<file path="config.mk">
export PLATFORM = sky130hd
export DESIGN_NAME = pkt_addr_node
export DESIGN_NICKNAME = d
export VERILOG_FILES = /design/src/rtl/pan_pkg.sv /design/src/rtl/pan_rxbuf.sv /design/src/rtl/pan_window.sv /design/src/rtl/pan_ctrl.sv /design/src/rtl/pan_copy.sv /design/src/rtl/pkt_addr_node.sv
export SDC_FILE = /design/constraint.sdc
export NUM_CORES = 1
export LEC_CHECK = 0
export BUFFER_PORTS_ARGS = -buffer_cell sky130_fd_sc_hd__buf_2
export CAP_MARGIN = 20
export CELL_PAD_IN_SITES_DETAIL_PLACEMENT = 0
export CELL_PAD_IN_SITES_GLOBAL_PLACEMENT = 2
export CORE_MARGIN = 3
export CORE_UTILIZATION = 50
export CTS_BUF_LIST = sky130_fd_sc_hd__clkbuf_4
export DETAILED_ROUTE_END_ITERATION = 6
export GPL_ROUTABILITY_DRIVEN = 1
export PLACE_DENSITY = 0.79
export SLEW_MARGIN = 25
export SYNTH_ARGS = -nofsm -noshare
export SYNTH_HDL_FRONTEND = slang
export SYNTH_SLANG_ARGS = --single-unit
</file>
<file path="constraint.sdc">
create_clock -name clk -period 3.5 [get_ports clk]
set_input_delay 1.05 -clock clk [delete_from_list [all_inputs] [get_ports clk]]
set_output_delay 1.05 -clock clk [all_outputs]
set_load 0.02 [all_outputs]
</file>
<file path="src/rtl/pan_pkg.sv">
package pan_pkg;

  typedef enum logic [1:0] {
    ST_IGNORE    = 2'd0,
    ST_ADDRESSED = 2'd1,
    ST_SECOND    = 2'd2
  } pst_e;

  typedef enum logic [2:0] {
    PK_DISC,
    PK_CMD,
    PK_ADDR,
    PK_HALF,
    PK_BAD
  } pkind_e;

  // Packet kind from length and first byte only.
  function automatic pkind_e pk_classify(input int unsigned len,
                                         input logic [7:0] b0,
                                         input int unsigned half_bytes);
    if (len == 1) return (b0 == 8'h00) ? PK_DISC : PK_CMD;
    if (len == 4) return PK_ADDR;
    if (len == half_bytes) return PK_HALF;
    return PK_BAD;
  endfunction

  // Little-endian 32-bit assembly.
  function automatic logic [31:0] le32(input logic [7:0] b0, input logic [7:0] b1,
                                       input logic [7:0] b2, input logic [7:0] b3);
    return {b3, b2, b1, b0};
  endfunction

  function automatic pst_e next_state(input pst_e cur, input pkind_e k, input logic hit);
    case (k)
      PK_DISC: return cur;
      PK_CMD:  return ST_IGNORE;
      PK_ADDR: return hit ? ST_ADDRESSED : ST_IGNORE;
      PK_HALF: return (cur == ST_ADDRESSED) ? ST_SECOND : ST_IGNORE;
      default: return ST_IGNORE;
    endcase
  endfunction

endpackage

</file>
<file path="src/rtl/pan_rxbuf.sv">
module pan_rxbuf #(
  parameter int unsigned HALF_BYTES = 64,
  parameter int unsigned WORD_W     = 16,
  parameter int unsigned LEN_W      = 7,
  parameter int unsigned IDXW       = 5
) (
  input  logic              clk,
  input  logic              rst_n,
  input  logic              in_valid,
  input  logic              in_eop,
  input  logic [7:0]        in_byte,
  input  logic [IDXW-1:0]   rd_idx,
  output logic [LEN_W-1:0]  pkt_len,
  output logic [7:0]        byte0,
  output logic [31:0]       addr_word,
  output logic [WORD_W-1:0] rd_word
);
  import pan_pkg::*;

  localparam int unsigned BPW = WORD_W / 8;
  localparam int unsigned BW  = $clog2(HALF_BYTES);

  logic [7:0]       mem [HALF_BYTES];
  logic [LEN_W-1:0] len_q;

  wire byte_evt = in_valid & ~in_eop;
  wire fits     = len_q < LEN_W'(HALF_BYTES);

  // Length counter saturates one past a half, which no valid kind matches.
  always_ff @(posedge clk or negedge rst_n) begin
    if (!rst_n) len_q <= '0;
    else if (in_valid && in_eop) len_q <= '0;
    else if (byte_evt && len_q <= LEN_W'(HALF_BYTES)) len_q <= len_q + 1'b1;
  end

  always_ff @(posedge clk) begin
    if (byte_evt && fits) mem[len_q[BW-1:0]] <= in_byte;
  end

  always_comb begin
    for (int b = 0; b < int'(BPW); b++)
      rd_word[8*b +: 8] = mem[BW'(int'(rd_idx) * int'(BPW) + b)];
  end

  assign pkt_len   = len_q;
  assign byte0     = mem[0];
  assign addr_word = le32(mem[0], mem[1], mem[2], mem[3]);

endmodule

</file>
<file path="src/rtl/pan_window.sv">
module pan_window #(
  parameter int unsigned WIN_CYCLES = 5_000_000
) (
  input  logic clk,
  input  logic rst_n,
  output logic win_open
);
  localparam int unsigned WW = $clog2(WIN_CYCLES + 1);

  logic [WW-1:0] cnt_q;

  always_ff @(posedge clk or negedge rst_n) begin
    if (!rst_n) cnt_q <= '0;
    else if (cnt_q != WW'(WIN_CYCLES)) cnt_q <= cnt_q + 1'b1;
  end

  assign win_open = cnt_q < WW'(WIN_CYCLES);

endmodule

</file>
<file path="src/rtl/pan_ctrl.sv">
module pan_ctrl #(
  parameter logic [31:0]  NODE_ID    = 32'h0000_0001,
  parameter int unsigned  HALF_BYTES = 64,
  parameter int unsigned  LEN_W      = 7,
  parameter int unsigned  BAD_W      = 16
) (
  input  logic             clk,
  input  logic             rst_n,
  input  logic             eop_evt,
  input  logic [LEN_W-1:0] pkt_len,
  input  logic [7:0]       byte0,
  input  logic [31:0]      addr_word,
  input  logic             win_open,
  output logic             reply_req,
  output logic [BAD_W-1:0] bad_count,
  output logic             copy_start,
  output logic             copy_half
);
  import pan_pkg::*;

  pst_e   state_q;
  pkind_e kind;
  logic   addr_hit, ev_disc, ev_bad;

  assign kind     = pk_classify(32'(pkt_len), byte0, HALF_BYTES);
  assign addr_hit = (addr_word == NODE_ID);
  assign ev_disc  = eop_evt && kind == PK_DISC;
  assign ev_bad   = eop_evt && (kind == PK_BAD || (kind == PK_HALF && state_q == ST_IGNORE));

  assign copy_start = eop_evt && kind == PK_HALF && state_q != ST_IGNORE;
  assign copy_half  = (state_q == ST_SECOND);

  always_ff @(posedge clk or negedge rst_n) begin
    if (!rst_n) begin
      state_q   <= ST_IGNORE;
      bad_count <= '0;
      reply_req <= 1'b0;
    end else begin
      reply_req <= ev_disc && win_open;
      if (eop_evt) state_q <= next_state(state_q, kind, addr_hit);
      if (ev_bad && bad_count != '1) bad_count <= bad_count + 1'b1;
    end
  end

endmodule

</file>
<file path="src/rtl/pan_copy.sv">
module pan_copy #(
  parameter int unsigned WORDS = 32,
  parameter int unsigned IDXW  = 5
) (
  input  logic            clk,
  input  logic            rst_n,
  input  logic            start,
  input  logic            half_in,
  output logic            active,
  output logic [IDXW-1:0] idx,
  output logic            half_q,
  output logic            frame_ready
);

  always_ff @(posedge clk or negedge rst_n) begin
    if (!rst_n) begin
      active      <= 1'b0;
      idx         <= '0;
      half_q      <= 1'b0;
      frame_ready <= 1'b0;
    end else begin
      frame_ready <= 1'b0;
      if (start) begin
        active <= 1'b1;
        idx    <= '0;
        half_q <= half_in;
      end else if (active) begin
        if (idx == IDXW'(WORDS - 1)) begin
          active      <= 1'b0;
          frame_ready <= half_q;
        end else begin
          idx <= idx + 1'b1;
        end
      end
    end
  end

endmodule

</file>
<file path="src/rtl/pkt_addr_node.sv">
module pkt_addr_node #(
  parameter logic [31:0] NODE_ID    = 32'h5A17_C0DE,
  parameter logic [15:0] NODE_TYPE  = 16'h0001,
  parameter int unsigned WORDS      = 32,
  parameter int unsigned WORD_W     = 16,
  parameter int unsigned BAD_W      = 16,
  parameter int unsigned WIN_CYCLES = 5_000_000,
  localparam int unsigned IDXW       = $clog2(WORDS),
  localparam int unsigned AW         = IDXW + 1
) (
  input  logic              clk,
  input  logic              rst_n,
  input  logic              in_valid,
  input  logic [7:0]        in_byte,
  input  logic              in_eop,
  input  logic              in_synced,
  output logic              fb_we,
  output logic [AW-1:0]     fb_addr,
  output logic [WORD_W-1:0] fb_data,
  output logic              frame_ready,
  output logic              reply_req,
  output logic [31:0]       reply_id,
  output logic [15:0]       reply_type,
  output logic [BAD_W-1:0]  bad_count
);

  localparam int unsigned HALF_BYTES = WORDS * WORD_W / 8;
  localparam int unsigned LEN_W      = $clog2(HALF_BYTES + 2);

  logic [LEN_W-1:0] pkt_len;
  logic [7:0]       byte0;
  logic [31:0]      addr_word;
  logic             win_open;
  logic             copy_start, copy_half, copy_active, copy_hq;
  logic [IDXW-1:0]  copy_idx;

  // Delimiter that forms a packet: only once the decoder is in sync.
  wire eop_evt = in_valid & in_eop & in_synced;

  pan_rxbuf #(
    .HALF_BYTES(HALF_BYTES), .WORD_W(WORD_W), .LEN_W(LEN_W), .IDXW(IDXW)
  ) u_rx (
    .clk(clk), .rst_n(rst_n), .in_valid(in_valid), .in_eop(in_eop),
    .in_byte(in_byte), .rd_idx(copy_idx), .pkt_len(pkt_len),
    .byte0(byte0), .addr_word(addr_word), .rd_word(fb_data)
  );

  pan_window #(.WIN_CYCLES(WIN_CYCLES)) u_win (
    .clk(clk), .rst_n(rst_n), .win_open(win_open)
  );

  pan_ctrl #(
    .NODE_ID(NODE_ID), .HALF_BYTES(HALF_BYTES), .LEN_W(LEN_W), .BAD_W(BAD_W)
  ) u_ctrl (
    .clk(clk), .rst_n(rst_n), .eop_evt(eop_evt), .pkt_len(pkt_len),
    .byte0(byte0), .addr_word(addr_word), .win_open(win_open),
    .reply_req(reply_req), .bad_count(bad_count),
    .copy_start(copy_start), .copy_half(copy_half)
  );

  pan_copy #(.WORDS(WORDS), .IDXW(IDXW)) u_copy (
    .clk(clk), .rst_n(rst_n), .start(copy_start), .half_in(copy_half),
    .active(copy_active), .idx(copy_idx), .half_q(copy_hq),
    .frame_ready(frame_ready)
  );

  assign fb_we      = copy_active;
  assign fb_addr    = {copy_hq, copy_idx};
  assign reply_id   = NODE_ID;
  assign reply_type = NODE_TYPE;

endmodule

</file>
**Yosys cells after proc, flatten, opt, wreduce, memory -nomap -nowiden**

Memory sizes are Yosys's and may differ from the RTL's.
Index checks and enable logic that the tools add are counted.

- Bits in registers: 57
- Latch bits: 0
- RAM bits: 512
- ROM bits: 0
- Input bits: 13
- Word-level logic and storage cells: 84
- Memories kept: 1

Memory list:

| memory | depth | width | rd ports | clocked after Yosys merged registers in | wr ports | RTL line | source |
|---|---|---|---|---|---|---|---|
| u_rx.mem | 64 | 8 | 6 | 0 | 1 | pan_rxbuf.sv:23 | `logic [7:0] mem [HALF_BYTES];` |

- Add/subtract/negate cells: 5
- Multiply operators: 0
- Div/mod/pow operators: 0
- $lt $le $gt $ge: 3
- Eq/ne operators: 13
- Shift operators: 0
- Multiplexer cells: 29
- Bitwise operators: 5
- Reductions and logical operators: 19

Operators by type and width:

| cell | count |
|---|---|
| $eq 32x31->1 const B | 1 |
| $add 23x1->23 const B | 1 |
| $lt 23x23->1 const B | 1 |
| $ne 23x23->1 const B | 1 |
| $mux 3 | 6 |
| $add 16x1->16 const B | 1 |
| $mux 1 | 16 |
| $ne 16x16->1 const B | 1 |
| $mux 5 | 3 |
| $mux 7 | 2 |
| $logic_and 1x1->1 | 10 |
| $logic_not 8->1 | 1 |
| $add 7x1->7 const B | 1 |
| $eq 7x1->1 const B | 1 |
| $eq 7x3->1 const B | 1 |
| $eq 7x7->1 const B | 1 |
| $le 7x7->1 const B | 1 |
| $lt 7x7->1 const B | 1 |
| $add 6x1->6 const B | 1 |
| $eq 3x2->1 const B | 2 |
| $pmux 2 s3 | 1 |
| $reduce_bool 2->1 | 3 |
| $add 5x1->5 const B | 1 |
| $eq 5x5->1 const B | 1 |
| 11 further kinds | 15 |

**Longest topological paths before layout**

Gate-level depths: netlist of the first run.
An unclocked memory read counts as a cell.

- Word-level depth: 14
- Depth in mapped cells: 9

**Hierarchy**

From an unflattened synthesis of the first run, not the netlist that was laid out.

- Cells, all modules: 1,521
- Area total of the unflattened synthesis: 23,751.5 sq um

By module, submodules not included:

| module | instances | cells each | area an instance (sq um) | seq. area each (sq um) |
|---|---|---|---|---|
| pan_rxbuf | 1 | 1,225 | 20,767.4 | 15,549.9 |
| pan_ctrl | 1 | 111 | 1,131.1 | 475.5 |
| pan_window | 1 | 103 | 1,109.8 | 575.6 |
| pkt_addr_node | 1 | 52 | 381.6 | 0.0 |
| pan_copy | 1 | 30 | 361.6 | 200.2 |

**Worst setup path before layout of the first run**

No wires, ideal clock.

- Path kind: reg2out
- Start point: register u_copy.idx[0]
- End point: output fb_data[10]
- Arrival: 2,268 ps
- Slack: 182 ps
- Stages on the path, launching flop included: 7
- Path buffers: 3
- Cell sequence: dfrtp_1 clkbuf_1 buf_6 buf_4 mux4_2 mux4_2 mux2_2

- Cells in the longest elaborated chain, start to end: 2

RTL lines:

| what | RTL line | source |
|---|---|---|
| start: declaration | pan_copy.sv:10 | `output logic [IDXW-1:0] idx,` |
| start signal: assignment | pan_copy.sv:32 | `idx <= idx + 1'b1;` |
| $add 6x1->6 | pan_rxbuf.sv:42 | `rd_word[8*b +: 8] = mem[BW'(int'(rd_idx) * int'(BPW) + b)];` |
| $mem_v2 64x8 | - |  |
| end: declaration | pkt_addr_node.sv:19 | `output logic [WORD_W-1:0] fb_data,` |

No other way between the ends.

**Worst setup path in the final report of the first run**

- Start point: register u_copy.idx[0]
- End point: output fb_data[9]

Same word-level chain as after synthesis.

==> qor.txt, run 1 <==
Remaining Overflow, GRT -> 0
post-synthesis cell area -> 23000 um2
post-route antenna net violation count -> 0
syn_area_per_cell -> 20.0 um2
violated checks -> negative setup slack
class of the most critical hold timing path -> input pin to asynchronous set/reset pin
sink count of the clock tree -> 569
clock tree from TritonCTS -> built
core area -> 44800 um2
number of enable-type register cells in the synthesized netlist -> 512
wire length of the first global-routing pass -> 76200 um
Avg Vias per Cell -> 5.58
startpoint types -> register
initial drt markers -> 1066
cell area power density -> 496 nW/um2
Pins Over Slew Limit -> 0
First-pass DRT Iterations -> 5
adder-cell area share of the yosys netlist -> 0.436%
routed wire length per instance -> 24.3 um
setup tns final -> -12.96 ns
Synth Area in Compound Gates -> 0.795%
Layout area overhead -> 16.2%
setup repair after global routing missed its margin -> true
via count of the first global-routing pass -> 12100
fill count -> 3355
register area share after synthesis -> 73.2%
required time of the worst setup path -> 2.45 ns
total area of multi-input combinational cells -> 5710 um2
final core utilization -> 59.6%
HPWL after detailed placement -> 32200 um
cells after synthesis -> 1150
Initial Utilization -> 51.3%
overall routed net length -> 51100 um
Cell variety after synth -> 47
Critical Path End Type -> output pin
htree depth -> 4
arrival time at the worst endpoint -> 3.29 ns
number of buffers created by CTS -> 145
share of the cycle needed by the critical path after routing -> 124%
number of hold violations in the final report -> 0
commonest cells after routing, fill and taps aside -> edfxtp_1 (512), clkbuf_4 (203), mux4_2 (160), buf_4 (87), nor2_1 (86)
clock latency of the later-clocked register in the worst-skew pair -> 0.94 ns
clock-pin slew on the worst setup and hold paths -> 0.07 ns
die extent in x -> 220 um
Clk Tree Root Cell -> clkbuf_4
maximum fanout count along the critical path -> 8
via count -> 11700
Synth Area in XOR/XNOR -> 1.49%
commonest non-fill, non-tap cell in the layout -> edfxtp_1
result of the run -> finished with violations
placer congestion estimate -> 0.780
top_reg_cell synth -> edfxtp_1
count of max-cap constraint violations -> 0
leakage dissipation -> 9.59 nW
achievable clock frequency -> 231 MHz
number of synthesis warnings -> 0
minimum setup slack in the final design -> -0.837 ns
Slew HR -> 46.5%
final critical-path required period -> 4.34 ns
vertical die dimension -> 220 um
std cell rows -> 77
Fin Clk Skew -> 0.0382 ns
share of flip-flops with an asynchronous set or reset after synthesis -> 10.0%
maximum ir drop on the vdd rail -> 334 uV
initial antenna violation count -> 5
maximum number of pins on one net before global-route repair -> 65
transition time at the pin with the least slew margin -> 0.795 ns
critical setup path kind -> register to output pin
count of endpoints failing setup in the final report -> 16
combinational family with the most area after synthesis -> multiplexers
I/O pin total -> 102
overall track demand over capacity in global routing -> 22.1%
cells on worst reg2reg path -> 6
simple-gate share of the synthesized area -> 4.58%
post-detailed-route DRC marker count -> 0
Port Buf Inserts -> 53
fin nets -> 1435
mux cell area share after synthesis -> 16.7%
number of storage elements in the synthesis netlist -> 569
Die Area -> 48500 um2
sequential standard cell area -> 16800 um2
ratio of cells with drive above 1 in the final layout -> 37.9%
Max Buffers Root-to-Sink -> 3
==> routing by layer <==
layer  vias to the layer above  track usage, %  part of all wire, %
met5                         -               0                0.055
met4                         4            9.79                  2.9
met3                        87            6.47                  7.1
met2                       427            34.0                   48
met1                      6054            29.8                   42
li1                       5177               -                    -
==> worst paths after layout <==
path | startpoint | end | slack, ns
min in group clk | in_eop | u_rx.pkt_len[3] | 0.40
hold reg to reg | u_ctrl.bad_count[5] | u_ctrl.bad_count[5] | 0.48
max in group asynchronous | rst_n | u_copy.idx[0] | 2.71
setup / recovery | u_copy.idx[0] | fb_data[9] | -0.84
setup reg to reg | u_rx.pkt_len[1] | u_ctrl.bad_count[1] | 1.06
hold / removal | rst_n | u_ctrl.bad_count[3] | 0.17
==> kinds of logic after synthesis <==
group	Yosys count
adders and majority gates	8
muxes	180
other	2
and+or+nand+nor	216
buffers and inverters	109
AOI/OAI and AO/OA	27
xor gates and xnor gates	39
DFF	569
==> repair_timing <==
item	in CTS	in global routing
hold buffers	0	0
endpoints found under the hold margin	0	0
resized for setup	26	21
buffers inserted	11	0
gates cloned	5	2
endpoints found under the setup margin	16	16
==> registers in the layout (all words and copies together) (netlist names) <==
signal,flops
u_copy.idx,5
u_ctrl.bad_count,16
u_rx.pkt_len,7
u_ctrl.state_q,2
u_ctrl.reply_req,1
u_copy.half_q,1
u_rx.mem,512
u_win.cnt_q,23
u_copy.active,1
u_copy.frame_ready,1
==> metrics by stage <==
stage / power, W / hold slack, ns / area (um2) / setup WS [ns] / std cells
2_1_floorplan: 0.00783 / 0.458 / 23100 / 0.182 / 1196
3_3_place_gp: 0.00799 / 0.477 / 24500 / 0.0110 / 1842
3_5_place_dp: 0.00800 / 0.476 / 24500 / 0.00764 / 1842
4_1_cts: 0.0134 / 0.0601 / 26600 / -0.980 / 2100
5_1_grt: 0.0138 / 0.124 / 26700 / -0.977 / 2103
6_report: 0.0132 / 0.168 / 26700 / -0.837 / 2104
==> Yosys cell counts, types with 2 or more instances <==
master	instances	area, um2
mux2i_1	2	20.0
ha_1	8	100
inv_2	3	11.3
clkbuf_1	33	124
nor2b_1	3	18.8
mux2_2	17	191
nand4_1	9	56.3
conb_1	2	7.51
xor2_1	18	158
buf_2	4	20.0
and4_1	3	26.3
xnor2_1	21	184
nand2_1	31	116
edfxtp_1	512	15400
and3_1	10	62.6
buf_6	4	45.0
o21ai_1	9	45.0
buf_1	3	11.3
nand3_1	32	160
a21o_1	2	15.0
o21a_1	2	15.0
nand2b_1	3	18.8
inv_1	6	22.5
nor3b_1	2	15.0
nor3_1	11	55.1
and4b_1	4	40.0
a21oi_1	6	30.0
nor2_1	86	323
o2111ai_1	2	17.5
dfrtp_1	57	1430
nor4_1	9	56.3
or3_1	4	25.0
or3b_1	2	17.5
mux4_2	160	3600
buf_4	56	420
nor4b_1	3	26.3
==> area by class of cell <==
class                      instances  share of cell area [%]
clock inverter                    39                   0.806
tap                              592                    2.78
inverter                           9                   0.127
timing repair buffer             171                    6.15
clock buffer                     203                    5.71
multi-input combinational        518                    21.4
antenna                            3                  0.0281
sequential                       569                    63.0
==> critical path, stage by stage, from the launching register on <==
cell,delay [ns]
dfrtp_4,0.51
buf_12,0.16
buf_16,0.15
buf_12,0.14
mux4_2,0.46
mux4_2,0.50
mux2_4,0.30
buf_6,0.14
==> power by group <==
group	switching [W]	internal, W
clock network	0.00257	0.00281
logic	0.000270	0.0000787
registers	0.0000568	0.00745
(Power assumes the default switching activity.)
==> run 2: changes to the inputs <==
- SKIP_LAST_GASP: default -> 1
==> qor.txt, run 2 (synthesis gave the netlist of run 1 again) <==
clock latency of the later-clocked register in the worst-skew pair -> 0.95 ns
clock-pin slew on the worst setup and hold paths -> 0.07 ns
Port Buf Inserts -> 53
via count -> 11800
via count of the first global-routing pass -> 12100
maximum number of pins on one net before global-route repair -> 65
ratio of cells with drive above 1 in the final layout -> 37.9%
fill count -> 3354
violated checks -> negative setup slack
std cell rows -> 77
setup repair after global routing missed its margin -> true
maximum fanout count along the critical path -> 8
placer congestion estimate -> 0.780
Remaining Overflow, GRT -> 0
Critical Path End Type -> output pin
First-pass DRT Iterations -> 4
DP Worst Slack -> 0.00764 ns
critical setup path kind -> register to output pin
number of hold violations in the final report -> 0
required time of the worst setup path -> 2.45 ns
count of max-cap constraint violations -> 0
final critical-path required period -> 4.34 ns
sink count of the clock tree -> 569
class of the most critical hold timing path -> input pin to asynchronous set/reset pin
fin nets -> 1435
Fin Clk Skew -> 0.0406 ns
count of endpoints failing setup in the final report -> 16
die extent in x -> 220 um
HPWL after detailed placement -> 32200 um
cell area power density -> 496 nW/um2
commonest non-fill, non-tap cell in the layout -> edfxtp_1
initial antenna violation count -> 5
Pins Over Slew Limit -> 0
flip-flop count of the largest register after layout -> 512
arrival time at the worst endpoint -> 3.29 ns
Clk Tree Root Cell -> clkbuf_4
post-route antenna net violation count -> 0
wire length of the first global-routing pass -> 76200 um
Avg Vias per Cell -> 5.61
leakage dissipation -> 9.59 nW
share of the cycle needed by the critical path after routing -> 124%
Initial Utilization -> 51.3%
vertical die dimension -> 220 um
clock tree from TritonCTS -> built
Max Buffers Root-to-Sink -> 3
startpoint types -> register
Layout area overhead -> 16.2%
routed wire length per instance -> 24.3 um
result of the run -> finished with violations
commonest cells after routing, fill and taps aside -> edfxtp_1 (512), clkbuf_4 (203), mux4_2 (160), buf_4 (87), nor2_1 (86)
setup tns final -> -13.01 ns
overall routed net length -> 51100 um
initial drt markers -> 1078
Die Area -> 48500 um2
achievable clock frequency -> 230 MHz
number of buffers created by CTS -> 145
overall track demand over capacity in global routing -> 22.1%
htree depth -> 4
transition time at the pin with the least slew margin -> 0.795 ns
I/O pin total -> 102
Slew HR -> 46.5%
core area -> 44800 um2
minimum setup slack in the final design -> -0.839 ns
post-detailed-route DRC marker count -> 0
maximum ir drop on the vdd rail -> 334 uV
## run 2: area by class of cell
class | instances | area, um2 | share of cell area, %
Sequential cell | 569 | 16800 | 63.0
Inverter | 9 | 33.8 | 0.127
Tap cell | 592 | 741 | 2.78
Antenna cell | 3 | 7.51 | 0.0281
Multi-Input combinational cell | 518 | 5710 | 21.4
Clock buffer | 203 | 1520 | 5.71
Clock inverter | 39 | 215 | 0.807
Timing Repair Buffer | 171 | 1640 | 6.13
## run 2: critical path: stages (launching register included)
cell and delay (ns):
dfrtp_4 0.51, buf_12 0.16, buf_16 0.15, buf_12 0.14, mux4_2 0.49, mux4_2 0.48, mux2_4 0.29, buf_6 0.13
## run 2: routing by layer
layer  global-route usage [%]  routed length, um
met5                        0                 27
met4                     9.79               1510
met3                     6.47               3780
met2                     34.1              24500
met1                     29.8              21300
## run 2: report_power, final
group	internal [W]	total [W]	switching [W]
Clock	0.00281	0.00537	0.00257
Sequential	0.00745	0.00750	0.0000567
Combinational	0.0000787	0.000348	0.000269
## run 2: final timing paths
check                                    startpoint                   to  slack [ns]  cells past startpoint
worst max-delay path                  u_copy.idx[0]           fb_data[8]       -0.84                      7
min in group clk                             in_eop      u_rx.pkt_len[3]        0.39                      2
worst max register to register      u_rx.pkt_len[1]  u_ctrl.bad_count[1]        1.06                      6
worst min-delay path                          rst_n  u_ctrl.bad_count[3]        0.17                      1
max in group asynchronous                     rst_n        u_copy.idx[0]        2.71                      2
worst min register to register  u_ctrl.bad_count[5]  u_ctrl.bad_count[5]        0.48                      1
## run 2: per-stage QoR
| stage | hold WS (ns) | area, um2 | cells | util, % | total power [W] |
|---|---|---|---|---|---|
| detailed placement | 0.476 | 24500 | 1842 | 54.7 | 0.00800 |
| floorplan | 0.458 | 23100 | 1196 | - | 0.00783 |
| finish | 0.167 | 26700 | 2104 | 59.6 | 0.0132 |
| CTS | 0.0601 | 26600 | 2100 | 59.3 | 0.0134 |
| global route | 0.124 | 26700 | 2103 | 59.6 | 0.0138 |
| global placement | 0.477 | 24500 | 1842 | 54.7 | 0.00799 |
## run 2: repair_timing
action / in CTS / in global routing
setup endpoints to repair: 16 / 16
buffers inserted: 11 / 0
hold endpoints to repair: 0 / 0
gates resized for setup: 24 / 22
gates cloned: 5 / 2
hold buffers: 0 / 0
==> run 3: changes to the inputs <==
- REMOVE_ABC_BUFFERS: default -> 1
==> qor.txt, run 3 (synthesis gave the netlist of run 1 again) <==
class of the most critical hold timing path -> input pin to asynchronous set/reset pin
result of the run -> finished with violations
critical setup path kind -> register to output pin
commonest cells after routing, fill and taps aside -> edfxtp_1 (512), clkbuf_4 (213), mux4_2 (160), buf_4 (91), nor2_1 (86)
number of buffers created by CTS -> 145
clock-pin slew on the worst setup and hold paths -> 0.07 ns
Port Buf Inserts -> 53
setup repair after global routing missed its margin -> true
count of max-cap constraint violations -> 0
sequential standard cell area -> 16800 um2
flip-flop count of the largest register after layout -> 512
startpoint types -> register
count of endpoints failing setup in the final report -> 16
arrival time at the worst endpoint -> 3.31 ns
Die Area -> 48500 um2
overall track demand over capacity in global routing -> 22.0%
cell area power density -> 503 nW/um2
Clock Power Share -> 41.2%
Net Sw Power -> 0.00292 W
Critical Path End Type -> output pin
internal power -> 0.0104 W
leakage dissipation -> 9.52 nW
Max Buffers Root-to-Sink -> 3
Initial Utilization -> 51.3%
Pins Over Slew Limit -> 0
combinational fraction of design power -> 2.7%
wire length of the first global-routing pass -> 77000 um
initial drt markers -> 1251
total area of multi-input combinational cells -> 5680 um2
setup tns final -> -13.23 ns
ratio of cells with drive above 1 in the final layout -> 38.3%
Avg Vias per Cell -> 5.66
R2R setup slack -> 0.87 ns
post-layout power -> 0.0134 W
transition time at the pin with the least slew margin -> 0.746 ns
std cell rows -> 77
Remaining Overflow, GRT -> 0
sink count of the clock tree -> 569
maximum fanout count along the critical path -> 9
cells on worst reg2reg path -> 6
die extent in x -> 220 um
Slew HR -> 50.3%
required time of the worst setup path -> 2.45 ns
I/O pin total -> 102
share of the cycle needed by the critical path after routing -> 125%
achievable clock frequency -> 229 MHz
Fin Clk Skew -> 0.0596 ns
Flop pwr share -> 56.2%
commonest non-fill, non-tap cell in the layout -> edfxtp_1
final core utilization -> 59.3%
htree depth -> 4
Layout area overhead -> 15.7%
Clk Tree Root Cell -> clkbuf_4
DP Worst Slack -> 0.0160 ns
number of hold violations in the final report -> 0
minimum setup slack in the final design -> -0.862 ns
initial antenna violation count -> 2
post-detailed-route DRC marker count -> 0
placer congestion estimate -> 0.786
clock latency of the later-clocked register in the worst-skew pair -> 0.96 ns
final critical-path required period -> 4.36 ns
vertical die dimension -> 220 um
via count -> 11900
core area -> 44800 um2
overall routed net length -> 51200 um
fill count -> 3396
maximum ir drop on the vdd rail -> 322 uV
fin nets -> 1432
clock tree from TritonCTS -> built
routed wire length per instance -> 24.3 um
fraction of power spent switching nets -> 21.8%
maximum number of pins on one net before global-route repair -> 65
HPWL after detailed placement -> 31700 um
via count of the first global-routing pass -> 12300
post-route antenna net violation count -> 0
First-pass DRT Iterations -> 5
violated checks -> negative setup slack
number of buffers added to fix hold violations after cts -> 0
==> run 3: cell count changes in the layout (fill, tap and decap cells not counted), sizes merged <==
cell	delta
clkbuf	+13
clkinvlp	+1
diode	+1
buf	-6
clkinv	-9
==> run 3: layer usage <==
| metal | part of all wire [%] | global-route usage (%) | vias to the layer above |
|---|---|---|---|
| li1 | - | - | 5178 |
| met1 | 42 | 31.0 | 6179 |
| met2 | 49 | 33.8 | 475 |
| met3 | 7.5 | 6.22 | 67 |
| met4 | 1.7 | 7.32 | 0 |
| met5 | 0 | 0 | - |
==> run 3: worst paths after layout <==
check                                    startpoint                   to
worst min-delay path                          rst_n  u_ctrl.bad_count[6]
min in group clk                             in_eop      u_rx.pkt_len[3]
max in group asynchronous                     rst_n       u_win.cnt_q[6]
worst max-delay path                  u_copy.idx[0]           fb_data[7]
worst max register to register      u_rx.pkt_len[1]  u_ctrl.bad_count[1]
worst min register to register  u_ctrl.bad_count[5]  u_ctrl.bad_count[5]
==> run 3: per-stage QoR <==
stage / instances / instance area (um2) / hold WS [ns]
6_report: 2104 / 26600 / 0.149
5_1_grt: 2103 / 26600 / 0.117
4_1_cts: 2094 / 26400 / 0.0527
3_5_place_dp: 1842 / 24400 / 0.481
3_3_place_gp: 1841 / 24400 / 0.476
2_1_floorplan: 1096 / 22500 / 0.458
==> run 3: worst max-delay path: stages (launching register included) <==
cell and delay, ns:
dfrtp_4 0.45, buf_12 0.20, clkbuf_16 0.20, mux4_2 0.55, mux4_2 0.51, mux2_2 0.28, buf_2 0.16
==> run 3: cell type report <==
class                           instances  share of cell area, %
Antenna cell                            4                 0.0377
Clock buffer                          213                   6.02
Clock inverter                         31                  0.678
Inverter                                9                  0.127
Multi-Input combinational cell        518                   21.4
Sequential cell                       569                   63.3
Tap cell                              592                   2.79
Timing Repair Buffer                  168                   5.71
==> run 3: power groups by stage <==
stage                     logic [W]  registers [W]  clock network (W)
after floorplan            0.000128        0.00766                  0
after global placement     0.000346        0.00764                  0
after detailed placement   0.000355        0.00765                  0
after CTS                  0.000356        0.00750            0.00566
after global routing       0.000390        0.00750            0.00607
final                      0.000356        0.00750            0.00550
==> run 3: timing repair <==
action | in CTS | in global routing
pin swaps | 0 | 0
setup buffers | 3 | 1
gates cloned | 5 | 5
resized for setup | 12 | 3
setup endpoints to repair | 17 | 16
